===== src/rtl/cfg_rom_pkg.sv =====
`timescale 1ns/1ps
package cfg_rom_pkg;

  typedef struct packed {
    logic en;   // both enables active: count and drive
    logic clr;  // reset level on the shared pin
  } rom_ctrl_t;

  // fallback contents: parity of the Gray code of the bit index
  function automatic logic gray_parity(input int unsigned idx);
    int unsigned g;
    g = idx ^ (idx >> 1);
    return ^g;
  endfunction

endpackage


===== src/rtl/cfg_rom_ctrl.sv =====
`timescale 1ns/1ps
module cfg_rom_ctrl #(
  parameter bit RST_HIGH = 1'b1
) (
  input  logic                  ce_ni,
  input  logic                  rst_oe_i,
  output cfg_rom_pkg::rom_ctrl_t ctrl_o
);
  logic rst_lvl;

  generate
    if (RST_HIGH) begin : g_rst_high
      assign rst_lvl = rst_oe_i;
    end else begin : g_rst_low
      assign rst_lvl = ~rst_oe_i;
    end
  endgenerate

  assign ctrl_o.clr = rst_lvl;
  assign ctrl_o.en  = ~ce_ni & ~rst_lvl;
endmodule


===== src/rtl/cfg_rom_addr_cnt.sv =====
`timescale 1ns/1ps
module cfg_rom_addr_cnt #(
  parameter int DEPTH = 64,
  localparam int AW = $clog2(DEPTH + 1)
) (
  input  logic          clk_i,
  input  logic          rst_ni,
  input  logic          clr_i,
  input  logic          adv_i,
  output logic [AW-1:0] addr_o,
  output logic          done_o
);
  localparam logic [AW-1:0] TC_PAST = AW'(DEPTH);

  logic [AW-1:0] cnt_q;

  assign done_o = (cnt_q == TC_PAST);
  assign addr_o = cnt_q;

  always_ff @(posedge clk_i or negedge rst_ni) begin
    if (!rst_ni) begin
      cnt_q <= '0;
    end else if (clr_i) begin
      cnt_q <= '0;
    end else if (adv_i && !done_o) begin
      cnt_q <= cnt_q + AW'(1);  // saturates one past the last bit
    end
  end
endmodule


===== src/rtl/cfg_rom_store.sv =====
`timescale 1ns/1ps
module cfg_rom_store #(
  parameter int               DEPTH     = 64,
  parameter bit               USE_INIT  = 1'b0,
  parameter logic [DEPTH-1:0] INIT_BITS = '0,
  localparam int AW = $clog2(DEPTH + 1),
  localparam int IW = (DEPTH > 1) ? $clog2(DEPTH) : 1
) (
  input  logic [AW-1:0] addr_i,
  output logic          bit_o
);
  logic [DEPTH-1:0] bits;
  logic [IW-1:0]    sel;

  generate
    if (USE_INIT) begin : g_param
      assign bits = INIT_BITS;
    end else begin : g_dflt
      for (genvar g = 0; g < DEPTH; g++) begin : g_bit
        assign bits[g] = cfg_rom_pkg::gray_parity(g);
      end
    end
  endgenerate

  assign sel   = addr_i[IW-1:0];
  assign bit_o = (int'(addr_i) < DEPTH) ? bits[sel] : 1'b0;
endmodule


===== src/rtl/cfg_rom_serial.sv =====
`timescale 1ns/1ps
module cfg_rom_serial #(
  parameter int               DEPTH     = 64,
  parameter bit               RST_HIGH  = 1'b1,
  parameter bit               USE_INIT  = 1'b0,
  parameter logic [DEPTH-1:0] INIT_BITS = '0
) (
  input  logic clk_i,
  input  logic rst_ni,
  input  logic ce_ni,
  input  logic rst_oe_i,
  output logic data_o,
  output logic data_oe_o,
  output logic ceo_no
);
  localparam int AW = $clog2(DEPTH + 1);

  cfg_rom_pkg::rom_ctrl_t ctrl;
  logic [AW-1:0]          cnt_addr;
  logic                   cnt_done;
  logic                   rd_bit;

  cfg_rom_ctrl #(.RST_HIGH(RST_HIGH)) u_ctrl (
    .ce_ni    (ce_ni),
    .rst_oe_i (rst_oe_i),
    .ctrl_o   (ctrl)
  );

  cfg_rom_addr_cnt #(.DEPTH(DEPTH)) u_cnt (
    .clk_i  (clk_i),
    .rst_ni (rst_ni),
    .clr_i  (ctrl.clr),
    .adv_i  (ctrl.en),
    .addr_o (cnt_addr),
    .done_o (cnt_done)
  );

  cfg_rom_store #(
    .DEPTH     (DEPTH),
    .USE_INIT  (USE_INIT),
    .INIT_BITS (INIT_BITS)
  ) u_store (
    .addr_i (cnt_addr),
    .bit_o  (rd_bit)
  );

  // release the line once read so the next device in the chain can drive it
  assign data_oe_o = ctrl.en & ~cnt_done;
  assign data_o    = data_oe_o & rd_bit;
  assign ceo_no    = ~(ctrl.en & cnt_done);
endmodule


===== config.mk =====
export PLATFORM = sky130hd
export DESIGN_NAME = cfg_rom_serial
export DESIGN_NICKNAME = d
export VERILOG_FILES = /design/src/rtl/cfg_rom_pkg.sv /design/src/rtl/cfg_rom_ctrl.sv /design/src/rtl/cfg_rom_addr_cnt.sv /design/src/rtl/cfg_rom_store.sv /design/src/rtl/cfg_rom_serial.sv
export SDC_FILE = /design/constraint.sdc
export NUM_CORES = 1
export LEC_CHECK = 0
export ABC_AREA = 1
export BUFFER_PORTS_ARGS = -buffer_cell sky130_fd_sc_hd__buf_2
export CAP_MARGIN = 10
export CORE_AREA = 2 2 39 41
export DETAILED_ROUTE_END_ITERATION = 10
export DIE_AREA = 0 0 41 43
export PLACE_DENSITY_LB_ADDON = 0.25
export SLEW_MARGIN = 30
export SYNTH_ARGS = -nofsm -noshare
export SYNTH_HDL_FRONTEND = slang
export SYNTH_HIERARCHICAL = 1
export SYNTH_SLANG_ARGS = --single-unit

===== constraint.sdc =====
create_clock -name clk_i -period 2.7 [get_ports clk_i]
set_input_delay 0.27 -clock clk_i [delete_from_list [all_inputs] [get_ports clk_i]]
set_output_delay 0.27 -clock clk_i [all_outputs]
set_load 0.02 [all_outputs]

== After elaboration in Yosys (flattened, before gate mapping) ==
Memories as Yosys holds them, arrays and structs flattened.
Cells that the tools add are included.

* Bits in registers: 7
* ROM bits: 64
* Input port bits: 4
* Output and inout port bits: 3
* Logic and storage cells: 21
* Memories: 1

* Add/subtract/negate cells: 1
* Order comparisons: 2
* Eq/ne operators: 1
* Muxes and demuxes: 4
* Bitwise logic cells: 8
* Reduce and logical (&&, ||, !) cells: 3

{| class="wikitable"
|+ Memory list
! memory !! depth !! bits a word !! rd ports !! clocked after memory_dff !! wr ports !! RTL line !! text
|-
| (name not given) || 64 || 1 || 1 || 0 || 0 || cfg_rom_store.sv:26 || <nowiki>assign bit_o = (int'(addr_i) < DEPTH) ? bits[sel] : 1'b0;</nowiki>
|}

{| class="wikitable"
|+ Operators with widths
! operator !! number
|-
| 7-bit 2-to-1 mux || 2
|-
| 7-bit by 1-bit adder with 7-bit output, second input constant || 1
|-
| 7-bit == test, second input constant || 1
|-
| 6-bit by 7-bit less-than comparator with 1-bit output, second input constant || 1
|-
| 7-bit less-than comparator, second input constant || 1
|-
| 1-bit bitwise AND || 4
|-
| 1-bit NOT || 4
|-
| 1-bit 2-to-1 mux || 2
|-
| 2-bit nonzero test || 1
|-
| 1-bit logical AND || 1
|-
| 1-bit logical NOT || 1
|}

== Depth between registers and ports, before layout ==
Gate-level depths: netlist of run 1.

* Depth after elaboration: 5
* Gate-level depth with buffers: 10
* Mapped depth without buffers: 10

== Hierarchy ==
Netlist of run 1, hierarchy kept.

{| class="wikitable"
|+ By module, submodules not included
! module !! instances !! cells each !! area each (um2) !! sequential area each (um2)
|-
| cfg_rom_addr_cnt || 1 || 68 || 470.5 || 175.2
|-
| cfg_rom_serial || 1 || 6 || 27.5 || 0.0
|-
| cfg_rom_ctrl || 1 || 2 || 11.3 || 0.0
|-
| cfg_rom_store || 1 || 2 || 10.0 || 0.0
|}

== Worst setup path before layout of run 1 ==
OpenSTA, ideal clock, no wires.

* Path kind: reg2out
* From: reg u_cnt.cnt_q[0], in the netlist u_cnt/addr_o[0]
* To: out data_o
* Data arrival time: 1.170 ns
* Data required time: 2.430 ns
* Path slack: 1.260 ns
* Stages on the path, launching flop included: 10
* Buffers on the path: 0
* Cells stage by stage: dfrtp_1 > inv_1 > ha_1 > nand2_1 > inv_1 > nand3_2 > inv_1 > inv_1 > nand2_2 > nor2_2

* Longest elaborated chain between the ends: 4
* Elaborated cells between the ends (all ways): 8
* Classes of those cells: order compare: 1; eq/ne: 1; mux: 2; bitwise: 3; memory: 1

{| class="wikitable"
|+ RTL lines
! element !! RTL line !! text
|-
| start: declaration || cfg_rom_addr_cnt.sv:15 || <nowiki>logic [AW-1:0] cnt_q;</nowiki>
|-
| start signal: assignment || cfg_rom_addr_cnt.sv:26 || <nowiki>cnt_q <= cnt_q + AW'(1);</nowiki>
|-
| 7-bit == test || cfg_rom_addr_cnt.sv:17 || <nowiki>assign done_o = (cnt_q == TC_PAST);</nowiki>
|-
| net cnt_done || cfg_rom_serial.sv:20 || <nowiki>logic cnt_done;</nowiki>
|-
| 1-bit NOT || cfg_rom_serial.sv:48 || <nowiki>assign data_oe_o = ctrl.en & ~cnt_done;</nowiki>
|-
| 1-bit bitwise AND || cfg_rom_serial.sv:48 ||
|-
| 1-bit bitwise AND || cfg_rom_serial.sv:49 || <nowiki>assign data_o = data_oe_o & rd_bit;</nowiki>
|-
| end: declaration || cfg_rom_serial.sv:12 || <nowiki>output logic data_o,</nowiki>
|}

The timed path passes the listed nets, and every way through them passes these cells. The select of a mux whose other input is x is not followed.

== Worst setup path after layout of run 1 ==
Ends and elaborated chain as after synthesis.

==> summary.md, run 1 <==
Leaving out fill and tap cells, the most frequent cells in the layout are 24 x nand2_1, 13 x inv_1, 9 x nor2_1, 7 x nand3_1, 7 x dfrtp_1. The final core area utilization was 42.4%. The core region area came out at 1380 um2. At the worst endpoint, the required time is 2.43 ns.

Once detailed placement completed, the half-perimeter wirelength came to 704 um. STA classifies the critical path startpoint as a register. At the worst endpoint, the arrival time is 1.54 ns.

The logs give 552 MHz for the fmax and 0 ns for the sum of negative setup slack. Die height: 43 um. The met2 usage in global routing was 16.6%; the growth of design area from synthesis to finish was 13.0%.

The post-detailed-placement cell area is 551 um2, and the count of standard-cell rows is 14. Across all layers, the routed design uses 448 vias. Max-cap violations in this run came to 0.

The die footprint came out at 1760 um2. On the critical path, the stage with the largest delay is an instance of dfrtp_1. Cell repeated most along the worst path: inv_1.

At the pin with the least slew margin, the transition time is 0.476 ns. At the placement stage, the worst setup path has a slack of 1.15 ns. The signal on the critical path passes through inv_1, ha_1, nand2_1, inv_1, nand3_2, inv_1, inv_1, nand2_2, nor2_2, buf_2.

The count of final max-slew check failures is 0. The first global-routing pass estimated 1580 um of wire. Global routing consumed, on the met3 layer, 1.57% of the routing resources.

Counting along the longest clock path gives a buffer depth of 2. The tools report the multi-input combinational cell area as 263 um2. The tools report the TritonCTS sink count as 7.

Yosys printed 6 warnings. The I/O pin count was 7. The cell sitting at the root of the clock tree is a clkbuf_4.

The synthesized instance count is 78. The routed design could run at a clock period as short as 1.81 ns. The gate family responsible for the most delay along the worst path is buffers and inverters. The run gives 396 as the via count of the first global-routing pass.

The global routing stage identified its most utilized layer as met1. Clock-pin slew was measured on the worst setup and hold paths at 0.05 ns. The number of nets in the synthesized netlist came out at 84.

At the end of routability-driven placement, the weighted congestion stood at 0.757. The standby leakage power is 0.000316 uW, and the largest driver fanout on the critical path is 6. The sequential cell area is 175 um2. The total clock buffers created by CTS is 3, and the area of all placed cells without fillers is 587 um2. The number of antenna-violating nets in the routed design is 0.

For the count of final hold-check violations, the log shows 0. Once the floorplan was initialized, standard cells occupied 37.5% of the core. The register with the most flip-flops in the layout has 7 of them. Post-CTS timing repair inserted 0 buffers for setup.

For the final worst clock skew, the log shows 0.00252 ns. On the worst path, the slowest cell contributes a delay of 0.41 ns. After synthesis the netlist holds a flip-flop and latch count of 7. The run gives 0 as the total congestion overflow after global routing. The tools report the setup violation total in the final timing report as 0. The number of fillers in the final layout was 162; the detailed-route vias per instance was 4.35. The global-route usage over all layers was 13.1%; the routed length per instance was 8.53 um. In this run, the number of DRC markers left after iteration 0 of detailed routing was 3. After detailed routing, the number of remaining DRC violations is 0. Global routing used 20.4% of the available met1 tracks.

The flow ran to the end, and the final reports show no timing, DRC or antenna violations. The tools report the initial antenna violation count as 0. Setup repair after global routing left no endpoint under its margin. The tools report the total detailed-routing wirelength as 879 um.

The number of iterations in the first detailed-routing pass is 4, and the headroom to the max-slew limit is 68.2%. The synthesized cell area is 519 um2. The worst setup path is captured at an output port. For this run, the register share of the synthesized area comes to 33.7%. The share of post-route cells with drive strength above 1 is 20.7%, and the die outline width is 41 um. The most common cell after layout, fill and taps aside was nand2_1. Entering global routing, the biggest net connects 8 pins. The cell area power density is 427 nW/um2, and the number of nets in the final layout is 94. At the later pin of the worst-skew pair, clock insertion delay measures 0.24 ns. The critical path class was register to output port. Count of buffering cells on the critical path with inverters included: 5.

The worst hold path belongs to the class primary input to register. The mean area per synthesized cell works out to 6.66 um2. The worst path uses 67.1% of the clock period. TritonCTS built the clock tree.

The run gives 0.888 ns as the least setup slack across all paths after layout. IR analysis of the VDD net gives a maximum drop of 0.219 mV. For the number of levels the H-tree was split into, the log shows 1. The number of antenna diodes in the final layout is 0. The number of different library cells used by synthesis comes to 17. The count of input and output buffers works out to 6.
[where the power goes]
group | leakage, uW | switching, uW | internal (uW)
logic | 0.000205 | 25.0 | 15.3
registers | 0.0000955 | 7.08 | 111
clock network | 0.0000150 | 35.7 | 56.2
total | 0.000316 | 67.8 | 183
[tightest hold or removal path: stages]
cell	delay (ns)
buf_2	0.14
nor2_1	0.06
nand2_1	0.04
nand2_1	0.05
[cells in the mapped netlist]
master,instances,area share (%)
buf_4,1,1.4
buf_6,1,2.2
clkinv_1,1,0.72
clkinv_2,2,1.9
dfrtp_1,7,34
ha_1,2,4.8
inv_1,13,9.4
nand2_1,24,17
nand2_2,2,2.4
nand2_4,1,2.2
nand3_1,7,6.7
nand3_2,1,1.9
nand4_1,2,2.4
nor2_1,9,6.5
nor2_2,3,3.6
nor3_1,1,0.96
xor2_1,1,1.7
[final cells by class]
cell class / count / area share [%]
clock buffers: 4 / 4.48
inverters: 16 / 10.7
multi-input cells: 53 / 44.8
flip-flops and latches: 7 / 29.9
well taps: 16 / 3.41
repair buffers: 7 / 6.82
[logic make-up (layout without fill, tap and decap cells)]
logic type                 Yosys count  in the layout  synth area share, %
xor gates and xnor gates             1              1                 1.69
buffers and inverters               18             27                 15.7
and+or+nand+nor                     50             50                 44.1
DFF                                  7              7                 33.7
adders and majority gates            2              2                 4.82
[metrics by stage]
| step | total power [uW] | instances | hold slack [ns] |
|---|---|---|---|
| after global routing | 269 | 103 | 0.380 |
| after floorplan | 149 | 78 | -0.0256 |
| after global placement | 159 | 98 | 0.112 |
| after detailed placement | 160 | 98 | 0.113 |
| final | 250 | 103 | 0.354 |
| after CTS | 256 | 103 | 0.349 |
[per-layer routing]
metal / vias up / wire, um
li1: 252 / -
met1: 192 / 461
met3: 0 / 20
met5: - / 0
met4: 0 / 0
met2: 4 / 397
[timing repair]
item / 4_1_cts / 5_1_grt
hold buffers: 1 / 0
endpoints found under the hold margin: 7 / 0
resized for setup: 0 / 0
[final timing paths]
kind	from	endpoint	slack, ns	cells past startpoint
setup / recovery	u_cnt/addr_o[0]$_DFFE_PN0P_	data_o	0.89	10
hold / removal	rst_oe_i	u_cnt/addr_o[4]$_DFFE_PN0P_	0.35	4
setup reg to reg	u_cnt/addr_o[0]$_DFFE_PN0P_	u_cnt/addr_o[1]$_DFFE_PN0P_	1.31	10
hold reg to reg	u_cnt/addr_o[1]$_DFFE_PN0P_	u_cnt/addr_o[1]$_DFFE_PN0P_	0.54	2
max in group asynchronous	rst_ni	u_cnt/addr_o[1]$_DFFE_PN0P_	2.16	2
min in group asynchronous	rst_ni	u_cnt/addr_o[0]$_DFFE_PN0P_	0.38	2
Power figures use the tool's default switching activity.
==> inputs of run 2 (changes only) <==
- ABC_AREA: 1 -> 0
- clock period: 2.7 -> 1.8 ns (I/O delays scaled with it)
==> run 2 against run 1 <==
Net effect: sequential cell count unchanged; final area increased by 6.6%; final cell count decreased by 20%; largest cell class unchanged; largest power group unchanged; non-clock buffer count increased by 6; synthesized cell count decreased by 33%.
==> summary.md, run 2 <==
The flow ran to the end, and the final reports show no timing, DRC or antenna violations. The count of standard-cell rows was 14 (unchanged); the register area share after synthesis was 36.1% (was 33.7%). The switching power of the nets was 91.9 uW (was 67.8 uW). The tools report the design internal power as 269 uW (was 183 uW).

The number of flip-flops in the largest register works out to 7 (unchanged). Part of the power in registers: 44.8% (was 47.2%). For the total detailed-routing wirelength, the log shows 1030 um (was 879 um).

The share of synthesized cell area in full adder, half adder and majority cells was 5.15% (was 4.82%); the warning count from the yosys run was 6 (unchanged). The multi-input combinational cell area was 298 um2 (was 263 um2); the flip-flop and latch count after synthesis was 7 (unchanged). Top library cells by usage in the layout, fill and taps aside: 6 x nand2_1, 6 x buf_4, 6 x dfrtp_1, 4 x buf_2, 4 x nor2_1 (was 24 x nand2_1, 13 x inv_1, 9 x nor2_1, 7 x nand3_1, 7 x dfrtp_1). The tools report the die footprint as 1760 um2 (unchanged).

The maximum vdd ir drop is 0.205 mV (was 0.219 mV), and the starting DRC count in detailed routing is 20 (was 3). The largest family of logic cells by synthesized area is simple AND/OR/NAND/NOR gates (unchanged). The post-synthesis cell type with the largest combined area was dfrtp_1 (unchanged). The post-detailed-placement cell area was 558 um2 (was 551 um2); the fmax was 562 MHz. The area of all placed cells without fillers was 626 um2 (was 587 um2). The count of buffering cells on the critical path with inverters included was 1 (was 5); the clock-pin slew reported for the worst setup and hold paths after clock tree synthesis was 0.06 ns (was 0.05 ns).

The starting utilization of the core area was 35.1% (was 37.5%). Setup repair after global routing could not meet its margin everywhere. The max-cap violation count is 0 (unchanged), and the final weighted congestion in routability-driven placement is 0.695 (was 0.757). The headroom to the max-slew limit was 79.0% (was 68.2%). The gate family responsible for the most delay along the worst path is simple AND/OR/NAND/NOR gates (was buffers and inverters).

The total clock buffers created by CTS was 3 (unchanged); the number of antenna-violating nets in the routed design was 0 (unchanged). Commonest cells in the synthesized netlist: 7 x dfrtp_1, 6 x nand2_1, 4 x nor2_1 (was 24 x nand2_1, 13 x inv_1, 9 x nor2_1). The number of vias in the routed layout is 450 (was 448), and the setup violation total in the final timing report is 0 (unchanged). The run gives 388 (was 396) as the via count of the first global-routing pass. The number of flops mapped to enable cells by yosys was 0 (unchanged). The cell with the biggest individual delay on the critical path is dfrtp_2 (was dfrtp_1). The tools report the startpoint type of the worst setup path as a register (unchanged). The growth of design area from synthesis to finish came out at 28.9% (was 13.0%). Post-layout total power: 361 uW (was 250 uW).

The count of input and output buffers was 6 (unchanged). Largest driver fanout on the critical path: 6 (unchanged). The run gives 2 (unchanged) as the maximum count of clock buffers along a single path. Worst hold-check path type: primary input to register (unchanged). The cell area power density was 577 nW/um2 (was 427 nW/um2). The xor/xnor cell area share of the yosys netlist works out to 3.61% (was 1.69%). The proportion of register bits with asynchronous set or reset after synthesis is 100% (unchanged), and the fraction of the mapped netlist area in compound gates is 9.02% (was 0%). The I/O pin count is 7 (unchanged), and the share of post-route cells with drive strength above 1 is 36.4% (was 20.7%). Synth top area cells: dfrtp_1 36%, ha_1 5.2%, nand2_1 4.6% (was dfrtp_1 34%, nand2_1 17%, inv_1 9.4%). The pre-CTS setup slack is 0.133 ns (was 1.15 ns).

The endpoint class of the critical path was an output port (unchanged). The mean area per synthesized cell was 9.34 um2 (was 6.66 um2). The critical path class is register to output port (unchanged). For the finished layout, the period the worst path requires is 1.78 ns.

Peak per-stage delay on the critical path: 0.45 ns (was 0.41 ns). Least setup slack across all paths after layout: 0.0216 ns (was 0.888 ns). The portion of the clock cycle consumed by the worst path in the final layout is 98.8%.

Crit path cell chain: nor4_4, nor2b_4, and2b_2, buf_6 (was inv_1, ha_1, nand2_1, inv_1, nand3_2, inv_1, inv_1, nand2_2, nor2_2, buf_2). The tools report the global-route usage over all layers as 14.0% (was 13.1%). The run gives 52 (was 78) as the synthesized instance count. The first-pass GRT wire length is 1610 um (was 1580 um).

Count of final max-slew check failures: 0 (unchanged). The tools report the cell chosen for the clock root as clkbuf_4 (unchanged). The number of fillers in the final layout was 133 (was 162). The logs give 14.1% (was 16.1%) for the combinational cell fraction of total power and 0 (unchanged) for the number of diodes added for antenna fixing.

The portion of synthesized cell area occupied by the leading cell type came out at 36.1% (was 33.7%). The run gives 0 ns (unchanged) as the sum of negative setup slack. Most instantiated library cell after synthesis: dfrtp_1 (was nand2_1). The largest net degree at the start of global routing is 14 (was 8), and the final worst clock skew is 0.00555 ns (was 0.00252 ns). The number of nets in the final layout is 73 (was 94). The transition time of the tightest slew-check pin is 0.311 ns (was 0.476 ns), and the synthesized cell area is 485 um2 (was 519 um2). The final core area utilization is 45.2% (was 42.4%). The sequential cell area is 176 um2 (was 175 um2).

Simple-gate share of the synthesized area: 39.2% (was 44.1%). The tools report the number of levels the H-tree was split into as 1 (unchanged). Most frequently used flop master after synthesis: dfrtp_1 (unchanged). For the distinct cell type count of the synthesized netlist, the log shows 27 (was 17). The share of total power consumed by net switching works out to 25.4% (was 27.1%). The die height came out at 43 um (unchanged). The tools report the initial antenna violation count as 0 (unchanged). The logs give 1.62 ns (was 2.43 ns) for the required time of the critical path and 41.1% (was 36.7%) for the clock share of power. The detailed-route vias per instance works out to 5.49 (was 4.35).

Routed length per instance: 12.6 um (was 8.53 um). The die outline width came out at 41 um (unchanged). The total congestion overflow after global routing was 0 (unchanged); the core region area was 1380 um2 (unchanged). The standby leakage power came out at 0.000278 uW (was 0.000316 uW). The logs give 5 (was 4) for the number of iterations in the first detailed-routing pass and 0 (unchanged) for the post-route DRC violation count. The clock latency of the later-clocked register in the worst-skew pair came out at 0.26 ns (was 0.24 ns). TritonCTS built the clock tree. The logs give 0 (unchanged) for the count of final hold-check violations and 7 (unchanged) for the TritonCTS sink count. The number of nets in the synthesized netlist was 58 (was 84).

The detailed placement HPWL came out at 711 um (was 704 um). The endpoint arrival time on the critical path is 1.60 ns (was 1.54 ns). The mux contribution to synthesized area came out at 2.32% (was 0%).
==> run 2: cell type report <==
class	count	share of cell area (%)
flip-flops and latches	7	28.2
clock buffers	4	4.20
multi-input cells	40	47.6
repair buffers	13	15.6
well taps	16	3.20
inverters	2	1.20
==> run 2: path summary, 6_finish.rpt <==
kind,start,endpoint,slack [ns],depth (start not counted)
setup / recovery,u_cnt/addr_o[2]$_DFFE_PN0P_,data_oe_o,0.02,4
hold / removal,rst_oe_i,u_cnt/addr_o[2]$_DFFE_PN0P_,0.23,2
setup reg to reg,u_cnt/addr_o[2]$_DFFE_PN0P_,u_cnt/addr_o[0]$_DFFE_PN0P_,0.04,4
hold reg to reg,u_cnt/addr_o[2]$_DFFE_PN0P_,u_cnt/addr_o[2]$_DFFE_PN0P_,0.61,2
max in group asynchronous,rst_ni,u_cnt/addr_o[2]$_DFFE_PN0P_,1.34,2
min in group asynchronous,rst_ni,u_cnt/addr_o[6]$_DFFE_PN0P_,0.29,2
==> run 2: timing repair <==
item	CTS	global route
setup buffers	1	0
pin swaps	1	1
setup endpoints to repair	2	2
hold buffers	1	0
gates resized for setup	1	8
hold endpoints to repair	7	0
==> run 2: kinds of logic (layout without fill, tap and decap cells) <==
group,after synthesis,in the layout
mux,1,1
compound gates,7,7
simple gates,28,28
fa+ha+maj,2,2
xor+xnor,2,2
buf+inv,5,19
flops,7,7
==> run 2: power by group through the flow <==
stage / Clock [uW] / Sequential [uW] / Combinational, uW
finish: 149 / 162 / 50.9
global placement: 0 / 164 / 45.7
floorplan: 0 / 166 / 25.8
CTS: 152 / 161 / 47.1
detailed placement: 0 / 164 / 45.5
global route: 167 / 162 / 56.6
==> run 2: per-layer routing <==
metal / track usage, % / routed length, um / up-vias
li1: - / - / 219
met1: 18.4 / 471 / 210
met2: 18.4 / 493 / 18
met3: 4.71 / 45 / 3
met4: 10.0 / 21 / 0
met5: 0 / 0 / -
==> run 2: per-stage QoR <==
step / instances / hold slack (ns)
global placement: 76 / 0.0224
floorplan: 52 / -0.116
finish: 82 / 0.232
CTS: 82 / 0.235
detailed placement: 76 / 0.0269
global route: 82 / 0.248
==> run 2: worst register-to-register path: stages, from the launching register on <==
cell and delay (ns):
dfrtp_2 0.45, nor4_4 0.33, buf_4 0.18, and3b_1 0.16, or4_1 0.51
==> inputs of run 3 (changes only) <==
--- a/config.mk
+++ b/config.mk
@@ -12,5 +12,5 @@
 export DETAILED_ROUTE_END_ITERATION = 10
 export DIE_AREA = 0 0 41 43
-export PLACE_DENSITY_LB_ADDON = 0.25
+export PLACE_DENSITY = 0.64
 export SLEW_MARGIN = 30
 export SYNTH_ARGS = -nofsm -noshare
==> constraint.sdc (replaced) <==
create_clock -name clk_i -period 1.8 [get_ports clk_i]
set_input_delay 0.09 -clock clk_i [delete_from_list [all_inputs] [get_ports clk_i]]
set_output_delay 0.09 -clock clk_i [all_outputs]
set_load 0.02 [all_outputs]
==> run 3 against run 2 <==
Net effect: clock power about the same; sequential cell count unchanged; hold slack worse by 0.074 ns; final cell count down 1.2%; setup slack better by 0.022 ns; first-iteration DRC count down 25%; via count down 3.3%; power down 1.5%; routed wire length up 1.1%; critical path type is now register to register; largest cell class unchanged.
==> summary.md, run 3 (synthesis gave the netlist of run 2 again) <==
For the number of antenna-violating nets in the routed design, the log shows 0 (unchanged). The die outline width came out at 41 um (unchanged). The run gives 0 (unchanged) as the max-cap violation count.

The transition time of the tightest slew-check pin came out at 0.301 ns (was 0.311 ns). The tools report the standby leakage power as 0.000274 uW (was 0.000278 uW). The endpoint class of the critical path was a register (was an output port).

The flow ran to the end, and the final reports show no timing, DRC or antenna violations. The count of standard-cell rows came out at 14 (unchanged). Sum of negative setup slack: 0 ns (unchanged). The number of vias in the routed layout is 435 (was 450).

The growth of design area from synthesis to finish works out to 24.0% (was 28.9%). The critical path class was register to register (was register to output port). The detailed placement HPWL came out at 770 um (was 711 um).

For the largest net degree at the start of global routing, the log shows 14 (unchanged). The total detailed-routing wirelength is 1040 um (was 1030 um). The count of input and output buffers came out at 6 (unchanged). Leaving out fill and tap cells, the most frequent cell in the layout is dfrtp_1. The routed length per instance was 12.9 um (was 12.6 um). The run gives 1380 um2 (unchanged) as the core region area.

For the maximum vdd ir drop, the log shows 0.344 mV (was 0.205 mV). The number of nets in the final layout is 72 (was 73). The count of final max-slew check failures was 0 (unchanged). Cell chosen for the clock root: clkbuf_4 (unchanged). TritonCTS built the clock tree.

The final worst clock skew is 0.0105 ns (was 0.00555 ns), and the clock-pin slew reported for the worst setup and hold paths after clock tree synthesis is 0.06 ns (about the same). The fmax was 569 MHz (was 562 MHz); the I/O pin count was 7 (unchanged). Worst flop-to-flop path startpoint: u_cnt/addr_o[2]$_DFFE_PN0P_ (unchanged).

The portion of the clock cycle consumed by the worst path in the final layout came out at 97.6% (was 98.8%). The first-pass GRT wire length was 1600 um (was 1610 um). The run gives 0.129 ns (was 0.133 ns) as the pre-CTS setup slack. For the post-route DRC violation count, the log shows 0 (unchanged).

The tools report the source of the critical timing path as u_cnt/addr_o[2]$_DFFE_PN0P_ (unchanged). Top library cells by usage in the layout, fill and taps aside: 7 x dfrtp_1, 6 x nand2_1, 6 x buf_2, 5 x buf_4, 4 x nor2_1 (was 6 x nand2_1, 6 x buf_4, 6 x dfrtp_1, 4 x buf_2, 4 x nor2_1). The total clock buffers created by CTS was 3 (unchanged); the cell area power density was 591 nW/um2 (was 577 nW/um2). The launch instance of the worst min-delay path is rst_oe_i (unchanged). The total congestion overflow after global routing came out at 0 (unchanged). The share of post-route cells with drive strength above 1 came out at 30.8% (was 36.4%). The endpoint arrival time on the critical path was 1.89 ns (was 1.60 ns). Starting utilization of the core area: 35.1% (unchanged).

The number of iterations in the first detailed-routing pass is 4 (was 5), and the clock latency of the later-clocked register in the worst-skew pair is 0.26 ns (about the same). Largest driver fanout on the critical path: 6 (unchanged). The detailed-route vias per instance was 5.37 (was 5.49). Headroom to the max-slew limit: 79.7% (was 79.0%).

The final weighted congestion in routability-driven placement came out at 0.716 (was 0.695). The number of flip-flops in the largest register was 7 (unchanged). Worst hold-check path type: primary input to register (unchanged). The number of levels the H-tree was split into is 1 (unchanged).

The initial antenna violation count came out at 0 (unchanged). The run gives 13.6% (was 14.0%) as the global-route usage over all layers. The startpoint type of the worst setup path is a register (unchanged). The TritonCTS sink count was 7 (unchanged); the number of diodes added for antenna fixing was 0 (unchanged). For the starting DRC count in detailed routing, the log shows 15 (was 20). The final core area utilization came out at 43.5% (was 45.2%).

The post-layout total power came out at 356 uW (was 361 uW). Post-layout minimum cycle time: 1.76 ns (was 1.78 ns). Die footprint: 1760 um2 (unchanged).

The maximum count of clock buffers along a single path is 2 (unchanged). Setup violation total in the final timing report: 0 (unchanged). The die height is 43 um (unchanged), and the via count of the first global-routing pass is 360 (was 388).

The required time of the critical path was 1.93 ns (was 1.62 ns). Count of final hold-check violations: 0 (unchanged). Least setup slack across all paths after layout: 0.0438 ns (was 0.0216 ns).
-- run 3: power breakdown --
part	internal, uW	leakage, uW	switching (uW)
clock network	85.0	0.0000150	62.8
logic	20.1	0.000162	26.5
registers	160	0.0000970	1.42
-- run 3: path summary, 6_finish.rpt --
path | slack [ns] | to | depth (start not counted)
max in group asynchronous | 1.43 | u_cnt/addr_o[6]$_DFFE_PN0P_ | 2
setup reg to reg | 0.04 | u_cnt/addr_o[0]$_DFFE_PN0P_ | 4
min in group asynchronous | 0.20 | u_cnt/addr_o[0]$_DFFE_PN0P_ | 2
hold / removal | 0.16 | u_cnt/addr_o[4]$_DFFE_PN0P_ | 2
hold reg to reg | 0.63 | u_cnt/addr_o[5]$_DFFE_PN0P_ | 2
setup / recovery | 0.04 | u_cnt/addr_o[0]$_DFFE_PN0P_ | 4
-- run 3: stage by stage --
| step | cells | instance area, um2 | hold WS, ns |
|---|---|---|---|
| 3_3_place_gp | 75 | 551 | -0.0650 |
| 6_report | 81 | 602 | 0.158 |
| 5_1_grt | 81 | 602 | 0.158 |
| 4_1_cts | 80 | 587 | 0.151 |
| 2_1_floorplan | 52 | 485 | -0.206 |
| 3_5_place_dp | 75 | 551 | -0.0643 |
-- run 3: what timing repair did --
item	CTS	global route
setup endpoints to repair	1	2
gates resized for setup	0	2
pin swaps	1	1
buffers inserted	0	1
endpoints found under the hold margin	7	0
hold buffers	1	0
-- run 3: final cells by class --
class / instances / area, um2
fill: 145 / 782
multi-input combinational: 40 / 295
sequential: 7 / 175
timing repair buffer: 12 / 77.6
clock buffer: 4 / 26.3
tap: 16 / 20.0
inverter: 2 / 7.51
-- run 3: critical path, stage by stage, from the launching register on --
cell     delay (ns)
dfrtp_1        0.45
nor4_4         0.34
buf_4          0.18
and3b_1        0.17
or4_1          0.51
-- run 3: routing by layer --
layer / track usage, % / vias up / part of all wire [%]
li1: - / 215 / -
met1: 17.9 / 206 / 49
met2: 19.4 / 12 / 47
met3: 6.28 / 2 / 3.2
met4: 4.00 / 0 / 0.86
met5: 0 / - / 0
